## src/rtl/dpwb_pkg.sv

```systemverilog
package dpwb_pkg;

    localparam int OPC_W   = 4;
    localparam int REG_W   = 4;
    localparam int MODE_W  = 5;
    localparam int DATA_W  = 32;
    localparam int FLAG_W  = 4;
    localparam int BANK_W  = 3;

    localparam logic [REG_W-1:0]  PC_INDEX  = 4'd15;
    localparam logic [OPC_W-1:0]  OPC_TEQ   = 4'b1001;

    localparam logic [MODE_W-1:0] MODE_USER = 5'b10000;
    localparam logic [MODE_W-1:0] MODE_FIQ  = 5'b10001;
    localparam logic [MODE_W-1:0] MODE_IRQ  = 5'b10010;
    localparam logic [MODE_W-1:0] MODE_SVC  = 5'b10011;
    localparam logic [MODE_W-1:0] MODE_ABT  = 5'b10111;
    localparam logic [MODE_W-1:0] MODE_UND  = 5'b11011;
    localparam logic [MODE_W-1:0] MODE_SYS  = 5'b11111;

    localparam logic [BANK_W-1:0] BANK_NONE = 3'd7;

    typedef enum logic [3:0] {
        ST_IDLE,
        ST_WR_REG,
        ST_WR_REG_FLAGS,
        ST_FLAGS_ONLY,
        ST_PC_LOAD,
        ST_PC_RESTORE,
        ST_PC_REJECT,
        ST_RESTORE_ONLY,
        ST_NO_EFFECT
    } wb_state_e;

    function automatic logic is_test_op(input logic [OPC_W-1:0] op);
        return op[3:2] == 2'b10;
    endfunction

endpackage

```

## src/rtl/dpwb_bank_sel.sv

```systemverilog
module dpwb_bank_sel
    import dpwb_pkg::*;
#(
    parameter int MW = MODE_W,
    parameter int BW = BANK_W
) (
    input  logic [MW-1:0] mode,
    output logic [BW-1:0] bank_idx,
    output logic          bank_ok
);

    always_comb begin
        bank_ok  = 1'b1;
        bank_idx = '0;
        unique case (mode)
            MODE_FIQ: bank_idx = BW'(0);
            MODE_IRQ: bank_idx = BW'(1);
            MODE_SVC: bank_idx = BW'(2);
            MODE_ABT: bank_idx = BW'(3);
            MODE_UND: bank_idx = BW'(4);
            default: begin
                // user, system and unlisted codes carry no saved status
                bank_ok  = 1'b0;
                bank_idx = BANK_NONE;
            end
        endcase
    end

endmodule

```

## src/rtl/dpwb_classify.sv

```systemverilog
module dpwb_classify
    import dpwb_pkg::*;
#(
    parameter int OW = OPC_W,
    parameter int RW = REG_W
) (
    input  logic          valid,
    input  logic [OW-1:0] opcode,
    input  logic [RW-1:0] rd,
    input  logic          sbit,
    input  logic          legacy,
    input  logic          bank_ok,
    output wb_state_e     next_state
);

    logic test_op;
    logic to_pc;
    logic legacy_form;

    assign test_op     = is_test_op(opcode);
    assign to_pc       = (rd == PC_INDEX);
    assign legacy_form = legacy && (opcode == OPC_TEQ);

    always_comb begin
        next_state = ST_IDLE;
        if (!valid) begin
            next_state = ST_IDLE;
        end else if (test_op) begin
            if (legacy_form)
                next_state = bank_ok ? ST_RESTORE_ONLY : ST_NO_EFFECT;
            else
                next_state = ST_FLAGS_ONLY;
        end else if (to_pc) begin
            if (!sbit)
                next_state = ST_PC_LOAD;
            else
                next_state = bank_ok ? ST_PC_RESTORE : ST_PC_REJECT;
        end else begin
            next_state = sbit ? ST_WR_REG_FLAGS : ST_WR_REG;
        end
    end

endmodule

```

## src/rtl/dpwb_ctrl.sv

```systemverilog
module dpwb_ctrl
    import dpwb_pkg::*;
#(
    parameter int DW = DATA_W,
    parameter int FW = FLAG_W
) (
    input  logic              clk,
    input  logic              rst_n,
    input  logic              in_valid,
    input  logic [OPC_W-1:0]  in_opcode,
    input  logic [REG_W-1:0]  in_rd,
    input  logic              in_sbit,
    input  logic              in_legacy,
    input  logic [MODE_W-1:0] in_mode,
    input  logic [DW-1:0]     in_result,
    input  logic [FW-1:0]     in_flags,
    output logic              rf_we,
    output logic [REG_W-1:0]  rf_waddr,
    output logic [DW-1:0]     rf_wdata,
    output logic              pc_load,
    output logic [DW-1:0]     pc_value,
    output logic              flags_we,
    output logic [FW-1:0]     flags_value,
    output logic              psr_restore,
    output logic [BANK_W-1:0] restore_bank,
    output logic              illegal_use
);

    wb_state_e          state_q;
    wb_state_e          state_d;
    logic [BANK_W-1:0]  bank_idx;
    logic               bank_ok;
    logic [REG_W-1:0]   rd_q;
    logic [DW-1:0]      result_q;
    logic [FW-1:0]      flags_q;
    logic [BANK_W-1:0]  bank_q;

    dpwb_bank_sel #(.MW(MODE_W), .BW(BANK_W)) u_bank (
        .mode     (in_mode),
        .bank_idx (bank_idx),
        .bank_ok  (bank_ok)
    );

    dpwb_classify #(.OW(OPC_W), .RW(REG_W)) u_class (
        .valid      (in_valid),
        .opcode     (in_opcode),
        .rd         (in_rd),
        .sbit       (in_sbit),
        .legacy     (in_legacy),
        .bank_ok    (bank_ok),
        .next_state (state_d)
    );

    // state register
    always_ff @(posedge clk) begin
        if (!rst_n) state_q <= ST_IDLE;
        else        state_q <= state_d;
    end

    // operand capture
    always_ff @(posedge clk) begin
        if (!rst_n) begin
            rd_q     <= '0;
            result_q <= '0;
            flags_q  <= '0;
            bank_q   <= BANK_NONE;
        end else if (in_valid) begin
            rd_q     <= in_rd;
            result_q <= in_result;
            flags_q  <= in_flags;
            bank_q   <= bank_idx;
        end
    end

    assign rf_waddr     = rd_q;
    assign rf_wdata     = result_q;
    assign pc_value     = result_q;
    assign flags_value  = flags_q;
    assign restore_bank = bank_q;

    // output decode
    always_comb begin
        rf_we       = 1'b0;
        pc_load     = 1'b0;
        flags_we    = 1'b0;
        psr_restore = 1'b0;
        illegal_use = 1'b0;
        unique case (state_q)
            ST_IDLE:         ;
            ST_WR_REG:       rf_we = 1'b1;
            ST_WR_REG_FLAGS: begin rf_we = 1'b1; flags_we = 1'b1; end
            ST_FLAGS_ONLY:   flags_we = 1'b1;
            ST_PC_LOAD:      pc_load = 1'b1;
            ST_PC_RESTORE:   begin pc_load = 1'b1; psr_restore = 1'b1; end
            ST_PC_REJECT:    begin pc_load = 1'b1; illegal_use = 1'b1; end
            ST_RESTORE_ONLY: psr_restore = 1'b1;
            ST_NO_EFFECT:    ;
            default:         ;
        endcase
    end

endmodule

```

## config.mk

```make
export PLATFORM = sky130hd
export DESIGN_NAME = dpwb_ctrl
export DESIGN_NICKNAME = d
export VERILOG_FILES = /design/src/rtl/dpwb_pkg.sv /design/src/rtl/dpwb_bank_sel.sv /design/src/rtl/dpwb_classify.sv /design/src/rtl/dpwb_ctrl.sv
export SDC_FILE = /design/constraint.sdc
export NUM_CORES = 1
export LEC_CHECK = 0
export CORE_MARGIN = 2
export CORE_UTILIZATION = 62
export DETAILED_ROUTE_END_ITERATION = 16
export DONT_BUFFER_PORTS = 1
export PLACE_DENSITY = 0.78
export SYNTH_ARGS = -nofsm -noshare
export SYNTH_HDL_FRONTEND = slang
export SYNTH_SLANG_ARGS = --single-unit
export TNS_END_PERCENT = 50
```

## constraint.sdc

```tcl
create_clock -name clk -period 1.46 [get_ports clk]
set_input_delay 0.365 -clock clk [delete_from_list [all_inputs] [get_ports clk]]
set_output_delay 0.365 -clock clk [all_outputs]
set_load 0.01 [all_outputs]
```

# Word-level counts from Yosys, hierarchy flattened
# Cells that the tools add are included.
dict set report op_classes {
  mux 14
  reduce_logical 7
  n_eq_ne 15
}
# cell n
set ops {}
lappend ops {{5-bit equality test, second input constant} 5}
lappend ops {{4-bit 2-to-1 mux} 5}
lappend ops {{4-bit by 3-bit equality test with 1-bit output, second input constant} 4}
lappend ops {{3-bit case mux with 5 select lines} 1}
lappend ops {{4-bit by 2-bit equality test with 1-bit output, second input constant} 2}
lappend ops {{4-bit equality test, second input constant} 2}
lappend ops {{1-bit 2-to-1 mux} 6}
lappend ops {{2-bit OR reduction} 3}
lappend ops {{5-bit OR reduction} 1}
lappend ops {{4-bit by 1-bit equality test with 1-bit output, second input constant} 1}
lappend ops {{2-bit 2-to-1 mux} 2}
lappend ops {{3-bit OR reduction} 1}
lappend ops {{2-bit equality test, second input constant} 1}
lappend ops {{2-bit AND reduction} 1}
lappend ops {{1-bit logical AND} 1}
dict set report totals {
  input_bits 54
  ff_bits 47
}

# Logic depth before layout (Yosys ltp)
# Gate-level depths: netlist of the first run.
dict set report logic_depth {
  ltp_word 7
  mapped_depth 5
}

# Hierarchy
# From an unflattened synthesis of the first run, not the netlist that was laid out.
dict set report unflattened {
  hier_cells 216
  hier_area_um2 2272.2
}
# module n_inst area_per_inst_um2 cells_each
set by_module_without_submodules {}
lappend by_module_without_submodules {dpwb_ctrl 1 2057.0 187}
lappend by_module_without_submodules {dpwb_classify 1 118.9 17}
lappend by_module_without_submodules {dpwb_bank_sel 1 96.3 12}

# Worst setup path after synthesis of the first run
# OpenSTA, ideal clock, no wires.
dict set report synth_path {
  path_type {input-to-reg}
  start {input port in_mode[1]}
  end {register state_q[1]}
  stages 5
  setup_time_ns 0.079
  path_slack_ns 0.241
  required_time_ns 1.381
  n_path_buf 1
  arrival_time_ns 1.140
  path_cell_list {buf_4 -> o21bai_4 -> o211ai_4 -> a31o_1 -> a211oi_2}
}
dict set report synth_via {
  elab_chain_len 7
  elab_cells_between_ends 13
}
# element line
set synth_rtl {}
lappend synth_rtl {{from (decl)} dpwb_ctrl.sv:14} ;# input logic [MODE_W-1:0] in_mode,
lappend synth_rtl {{5-bit equality test} dpwb_bank_sel.sv:15} ;# unique case (mode)
lappend synth_rtl {{5-bit OR reduction (no source line) *} n/a}
lappend synth_rtl {{1-bit 2-to-1 mux *} dpwb_bank_sel.sv:15}
lappend synth_rtl {{2-bit 2-to-1 mux} dpwb_classify.sv:37} ;# next_state = bank_ok ? ST_PC_RESTORE : ST_PC_REJECT;
lappend synth_rtl {{4-bit 2-to-1 mux} dpwb_classify.sv:34} ;# if (!sbit)
lappend synth_rtl {{4-bit 2-to-1 mux} dpwb_classify.sv:33} ;# end else if (to_pc) begin
lappend synth_rtl {{4-bit 2-to-1 mux *} dpwb_classify.sv:28} ;# end else if (test_op) begin
lappend synth_rtl {{to (signal assigned)} dpwb_ctrl.sv:57} ;# else state_q <= state_d;
lappend synth_rtl {{to (decl)} dpwb_ctrl.sv:29} ;# wb_state_e state_q;
# Every way passes the cells marked *; elsewhere a longest branch is shown, timed or not.
# A chain may end at the register's enable or synchronous reset.

# Worst setup path in the final report of the first run
dict set report layout_path {
  start {register state_q[3]}
  end {output port illegal_use}
}
dict set report layout_via {
  elab_chain_len 2
}
# element line
set layout_rtl {}
lappend layout_rtl {{4-bit by 3-bit equality test with 1-bit output} dpwb_ctrl.sv:88} ;# unique case (state_q)
lappend layout_rtl {{1-bit 2-to-1 mux} dpwb_ctrl.sv:88}
lappend layout_rtl {{to (decl)} dpwb_ctrl.sv:26} ;# output logic illegal_use
# No other way between the ends.

==> metrics.yaml, run 1 <==
initial_cell_density_of_the_core_pct: 65.5
final_min_period_over_clock_period_pct: 102
gp_routability_congestion: 0.664
grt_first_pass_wirelength_mm: 5.89
numClockSinks: 47
critical_path_class: "flop to primary output"
status: "complete, but fails checks"
async_flop_share_pct: 0
crit_path_cell_trace: "nand2b_4 -> nor3b_2"
cts_inserted_buffers: 5
post_synth_top_flop: "sky130_fd_sc_hd__dfxtp_1"
p_sw_share_pct: 23.9
total_length_of_routed_wires_mm: 3.69
post_route_cells_drive_above_1_share_pct: 11.6
grt_max_degree: 48
num_vias: 1296
synthesis.nets: 270
worst_skew_pair.late_latency_ps: 330
post_drt_wl_per_cell_um: 16.2
timing_hold_violations_final: 0
placedInstanceArea_um2: 1960
cp_num_buf_inv: 0
path_max_fanout: 3
first_global_vias: 1294
synth.distinct_cells: 30
clock_tree.root_cell: "sky130_fd_sc_hd__clkbuf_4"
failing_checks: "setup timing"
via_per_inst: 5.71
fin_total_pwr_mw: 2.30
clk_pin_slew_ps: 120
io_pins: 134
max_clock_freq_ghz: 0.672
initialDrtViolationCount: 82
dr.pass1.iters: 4
overflow: 0
static-leakage-power_nw: 0.855
comb_power_share_pct: 7.7
cts-root-to-sink-buffers: 2
sequential_share_of_the_synthesized_area_pct: 42.4
die_y_um: 63.9
worst_pin_slew_ps: 263
grt_antenna_before_repair: 0
placement_rows: 21
hold_slack_ps: 81.3
power.internal_mw: 1.75
setup_repair_after_global_routing_missed_its_margin: "true"
critical_path_arrival_ps: 1120
layout_setup_ws_ps: -29.2
tritoncts_clock_tree: "done"
drcViolationCount: 0
skew_ps: 0
place_hpwl_mm: 2.73
coreArea_um2: 3390
global_route.usage.total_pct: 18.2
synth-seq-cells: 47
synthesis.area_um2: 2220
place.port_buffers: 0
die_width_um: 63.9
holdCritPathClass: "primary input to flop"
worst_path_max_delay_cell: "sky130_fd_sc_hd__dfxtp_1"
critical-path-max-stage-delay_ps: 360
synthesis.area_per_instance_um2: 10.3
critPathLaunchType: "flop"
clkPwrFrac_pct: 28.2
crit_family: "simple AND/OR/NAND/NOR gates"
power_dissipated_by_switching_net_loads_mw: 0.551
timing.slew.headroom_pct: 82.5
drv.max_cap_violation_count: 0
seq_power_share_pct: 64.2
diodes: 0
fin_nets: 234
final_ant_viol_nets: 0
cts_hold_buffers: 0
worst_ir_drop_vdd_uv: 692
worst_ep_required_time_ps: 1100
floorplan.die_area_um2: 4080
pwr_density_cell_nw_per_um2: 1120
finalInstanceArea_um2: 2060
report.final.slew_viol_count: 0
synth_edf_count: 0
post_synth_inst_count: 216
worstSetupEndpointType: "primary output"
synthesis_warning_total: 0
post-route-min-period_ps: 1490
final_setup_violations: 1
area_growth_pct: -7.15
htree_num_levels: 2
-- layer usage --
| metal | track usage [%] | routed length (um) |
|---|---|---|
| met5 | 0 | 0 |
| met2 | 32.4 | 1860 |
| met3 | 8.98 | 368 |
| met4 | 5.16 | 22 |
| met1 | 18.7 | 1430 |
-- kinds of logic (layout without fill, tap and decap cells) --
kind of cell / Yosys count / after routing / synth area share [%]
and+or+nand+nor: 65 / 65 / 18.0
DFF: 47 / 47 / 42.4
buffers and inverters: 46 / 11 / 14.7
muxes: 40 / 40 / 18.0
AOI/OAI and AO/OA: 16 / 16 / 6.08
xor gates and xnor gates: 2 / 2 / 0.789
-- state kept, by name, indices dropped and copies added, names as in the netlist --
signal        flops
flags_value       4
pc_value         32
restore_bank      3
rf_waddr          4
state_q           4
-- cell usage in the layout, fill, tap and decap left out, drive strengths merged, types with 2 or more instances in the layout --
cell	count
dfxtp	47
nand2b	2
nor3b	2
nor2	4
clkbuf	8
mux2i	40
nand2	5
and2b	2
nor2b	40
xnor2	2
inv	3
nor3	2
o21ai	5
nand3b	3
a21oi	4
and3	2
-- path summary, 6_finish.rpt --
path,end,cells past startpoint,slack [ps],start
setup / recovery,illegal_use,2,-30,state_q[3]
hold / removal,restore_bank[0],1,80,rst_n
setup reg to reg,pc_value[31],2,670,pc_value[31]
hold reg to reg,restore_bank[2],2,570,restore_bank[2]
-- power by group through the flow --
stage	Sequential (mW)	Clock [mW]	Combinational, mW
detailed placement	1.50	0	0.178
finish	1.48	0.648	0.177
CTS	1.48	0.667	0.179
global route	1.49	0.737	0.198
global placement	1.50	0	0.166
floorplan	1.46	0	0.305
-- cell usage after synthesis, types with 2 or more instances --
master	number	share of area (%)
sky130_fd_sc_hd__nor2b_1	40	11
sky130_fd_sc_hd__mux2i_1	40	18
sky130_fd_sc_hd__buf_6	2	1.0
sky130_fd_sc_hd__o21ai_0	5	1.1
sky130_fd_sc_hd__a21oi_1	3	0.68
sky130_fd_sc_hd__and2b_1	2	0.68
sky130_fd_sc_hd__nand2_1	5	0.85
sky130_fd_sc_hd__inv_1	3	0.51
sky130_fd_sc_hd__xnor2_1	2	0.79
sky130_fd_sc_hd__nand3b_1	3	1.0
sky130_fd_sc_hd__nor3_1	2	0.45
sky130_fd_sc_hd__clkbuf_1	4	0.68
sky130_fd_sc_hd__buf_4	37	13
sky130_fd_sc_hd__and3_1	2	0.56
sky130_fd_sc_hd__nor2_1	4	0.68
sky130_fd_sc_hd__nor3b_1	2	0.68
sky130_fd_sc_hd__dfxtp_1	47	42
-- cell type report --
| class | count | area (um2) |
|---|---|---|
| Fill cell | 267 | 1330 |
| Sequential cell | 47 | 945 |
| Tap cell | 46 | 57.6 |
| Inverter | 3 | 11.3 |
| Multi-Input combinational cell | 123 | 980 |
| Clock buffer | 8 | 68.8 |
-- through the flow --
step | worst slack, ps | instances | setup TNS (ps) | util, %
after floorplan | 241 | 216 | 0 | -
after global routing | -88.6 | 227 | -131 | 60.8
final | -29.2 | 227 | -29.2 | 60.8
after global placement | 255 | 219 | 0 | 57.9
after detailed placement | 196 | 219 | 0 | 57.9
after CTS | -58.5 | 227 | -142 | 60.2
-- repair_timing --
item | 4_1_cts | 5_1_grt
setup endpoints to repair | 4 | 5
setup buffers | 0 | 0
pin swaps | 0 | 1
gates cloned | 0 | 0
resized for setup | 2 | 6
(Power assumes the default switching activity.)
==> inputs of run 2 (changes only) <==
--- a/config.mk
+++ b/config.mk
@@ -10,6 +10,7 @@
 export DETAILED_ROUTE_END_ITERATION = 16
 export DONT_BUFFER_PORTS = 1
 export PLACE_DENSITY = 0.78
+export REMOVE_ABC_BUFFERS = 1
 export SYNTH_ARGS = -nofsm -noshare
 export SYNTH_HDL_FRONTEND = slang
 export SYNTH_SLANG_ARGS = --single-unit
==> metrics.yaml, run 2 (synthesis gave the netlist of run 1 again) <==
status: "complete, but fails checks"
failing_checks: "setup timing"
cts_inserted_buffers: 5  # unchanged
finalNonFillerCells: 226  # -0.44%
floorplan.die_area_um2: 4080  # unchanged
max_reg_flops: 32  # unchanged
report.final.slew_viol_count: 0  # unchanged
power_dissipated_by_switching_net_loads_mw: 0.554  # +0.65%
critical-path-max-stage-delay_ps: 360  # about the same
most-common-layout-cells: "sky130_fd_sc_hd__dfxtp_1, sky130_fd_sc_hd__mux2i_1, sky130_fd_sc_hd__nor2b_1"
via_per_inst: 5.62  # -1.5%
dr.pass1.iters: 4  # unchanged
pwr_density_cell_nw_per_um2: 1100  # -1.7%
final_setup_violations: 2  # +1
static-leakage-power_nw: 0.855  # about the same
comb_power_share_pct: 7.9  # +0.2 points
drcViolationCount: 0  # unchanged
critical_path_class: "flop to primary output"
post_route_cells_drive_above_1_share_pct: 11.1  # -0.49 points
overflow: 0  # unchanged
setup_repair_after_global_routing_missed_its_margin: "true"
worst_path_max_delay_cell: "sky130_fd_sc_hd__dfxtp_2"
setup_total_negative_slack_ps: -32.9  # -3.73 ps
dr.max_layer_used: "met4"
fin_nets: 234  # unchanged
initial_cell_density_of_the_core_pct: 65.5  # unchanged
final_min_period_over_clock_period_pct: 102  # +0.19 points
htree_num_levels: 2  # unchanged
met3WireLength_um: 357  # -3.0%
die_width_um: 63.9  # unchanged
worst_skew_pair.late_latency_ps: 330  # about the same
initialDrtViolationCount: 46  # -44%
post-cts-setup-buffer-count: 0  # unchanged
num_vias: 1271  # -1.9%
diodes: 0  # unchanged
holdCritPathClass: "primary input to flop"
route.layer.met1.wl_mm: 1.35  # -6.0%
post_drt_wl_per_cell_um: 16.2  # about the same
critPathLaunchType: "flop"
die_y_um: 63.9  # unchanged
grt_max_degree: 48  # unchanged
p_sw_share_pct: 24.6  # +0.66 points
worst_ep_required_time_ps: 1100  # about the same
fillerInstances: 270  # +1.1%
place.port_buffers: 0  # unchanged
cp_num_buf_inv: 0  # unchanged
skew_ps: 0  # unchanged
gp_routability_congestion: 0.683  # +2.9%
worst_ir_drop_vdd_uv: 871  # +26%
clkPwrFrac_pct: 26.6  # -1.6 points
first_global_vias: 1279  # -1.2%
coreArea_um2: 3390  # unchanged
numClockSinks: 47  # unchanged
layout_setup_ws_ps: -32.0  # -2.84 ps
placed_cells_incl_taps: 219  # unchanged
crit_path_cell_trace: "nand2b_4 -> a21oi_1"
crit_family: "flip-flops"
seq_power_share_pct: 65.5  # +1.3 points
final_ant_viol_nets: 0  # unchanged
post-route-min-period_ps: 1490  # +2.84 ps
grt_antenna_before_repair: 0  # unchanged
io_pins: 134  # unchanged
area_growth_pct: -7.44
clk_pin_slew_ps: 120  # about the same
global_route.usage.total_pct: 18.4  # +0.23 points
clock_tree.root_cell: "sky130_fd_sc_hd__clkbuf_4"
cts-root-to-sink-buffers: 2  # unchanged
worstSetupEndpointType: "primary output"
power.internal_mw: 1.70  # -2.9%
total_length_of_routed_wires_mm: 3.67  # -0.52%
worst_pin_slew_ps: 318  # +55.1 ps
final_core_utilization_pct: 60.6  # -0.18 points
max_clock_freq_ghz: 0.670  # -0.19%
drv.max_cap_violation_count: 0  # unchanged
placement_rows: 21  # unchanged
path_max_fanout: 3  # unchanged
cts_hold_buffers: 0  # unchanged
timing_hold_violations_final: 0  # unchanged
leading_cell_type_in_the_layout_fill_and_taps_excluded: "sky130_fd_sc_hd__dfxtp_1"
hold_slack_ps: 89.3  # +8.00 ps
timing.slew.headroom_pct: 78.9  # -3.6 points
routed-wl-met2_mm: 1.94  # +4.2%
critical_path_arrival_ps: 1130  # about the same
grt_first_pass_wirelength_mm: 5.83  # -1.1%
place_hpwl_mm: 2.65  # -2.7%
tritoncts_clock_tree: "done"
run 2: what timing repair did:
item                       4_1_cts  5_1_grt
setup endpoints to repair        4        4
pin swaps                        1        1
cloned                           0        0
gates resized for setup          7        1
run 2: through the flow:
step | setup WS [ps] | cell area (um2) | power, mW
3_3_place_gp | 256 | 1960 | 1.67
6_report | -32.0 | 2060 | 2.25
5_1_grt | -91.4 | 2060 | 2.39
2_1_floorplan | 274 | 1910 | 1.64
3_5_place_dp | 207 | 1960 | 1.68
4_1_cts | -37.6 | 2050 | 2.29
run 2: final timing paths:
| check | startpoint | to | slack [ps] | cells past startpoint |
|---|---|---|---|---|
| max reg2reg | pc_value[3] | pc_value[3] | 660 | 2 |
| min | rst_n | restore_bank[0] | 90 | 1 |
| max | state_q[3] | pc_load | -30 | 2 |
| min reg2reg | restore_bank[1] | restore_bank[1] | 570 | 2 |
run 2: layer usage:
| metal | track usage (%) | vias up |
|---|---|---|
| li1 | - | 615 |
| met1 | 18.5 | 582 |
| met2 | 32.6 | 72 |
| met3 | 9.33 | 2 |
| met4 | 6.52 | 0 |
| met5 | 0 | - |
run 2: area by class of cell:
type / count / area, um2 / share of cell area, %
clock buffers: 6 / 51.3 / 2.50
clock inverters: 1 / 8.76 / 0.426
inverters: 3 / 11.3 / 0.548
multi-input cells: 123 / 982 / 47.8
flip-flops and latches: 47 / 945 / 46.0
well taps: 46 / 57.6 / 2.80
run 2: power groups by stage:
stage               combinational (mW)  sequential [mW]  clock [mW]
floorplan                        0.158             1.49           0
global placement                 0.166             1.50           0
detailed placement               0.179             1.50           0
CTS                              0.180             1.48       0.631
global route                     0.199             1.49       0.707
finish                           0.178             1.48       0.600
==> inputs of run 3 (changes only) <==
--- a/config.mk
+++ b/config.mk
@@ -9,6 +9,7 @@
 export CORE_UTILIZATION = 62
 export DETAILED_ROUTE_END_ITERATION = 16
 export DONT_BUFFER_PORTS = 1
+export GPL_ROUTABILITY_DRIVEN = 0
 export PLACE_DENSITY = 0.78
 export REMOVE_ABC_BUFFERS = 1
 export SYNTH_ARGS = -nofsm -noshare
==> results of run 3 <==
Same layout as run 2: the final DEF is identical, and so are final timing and power.
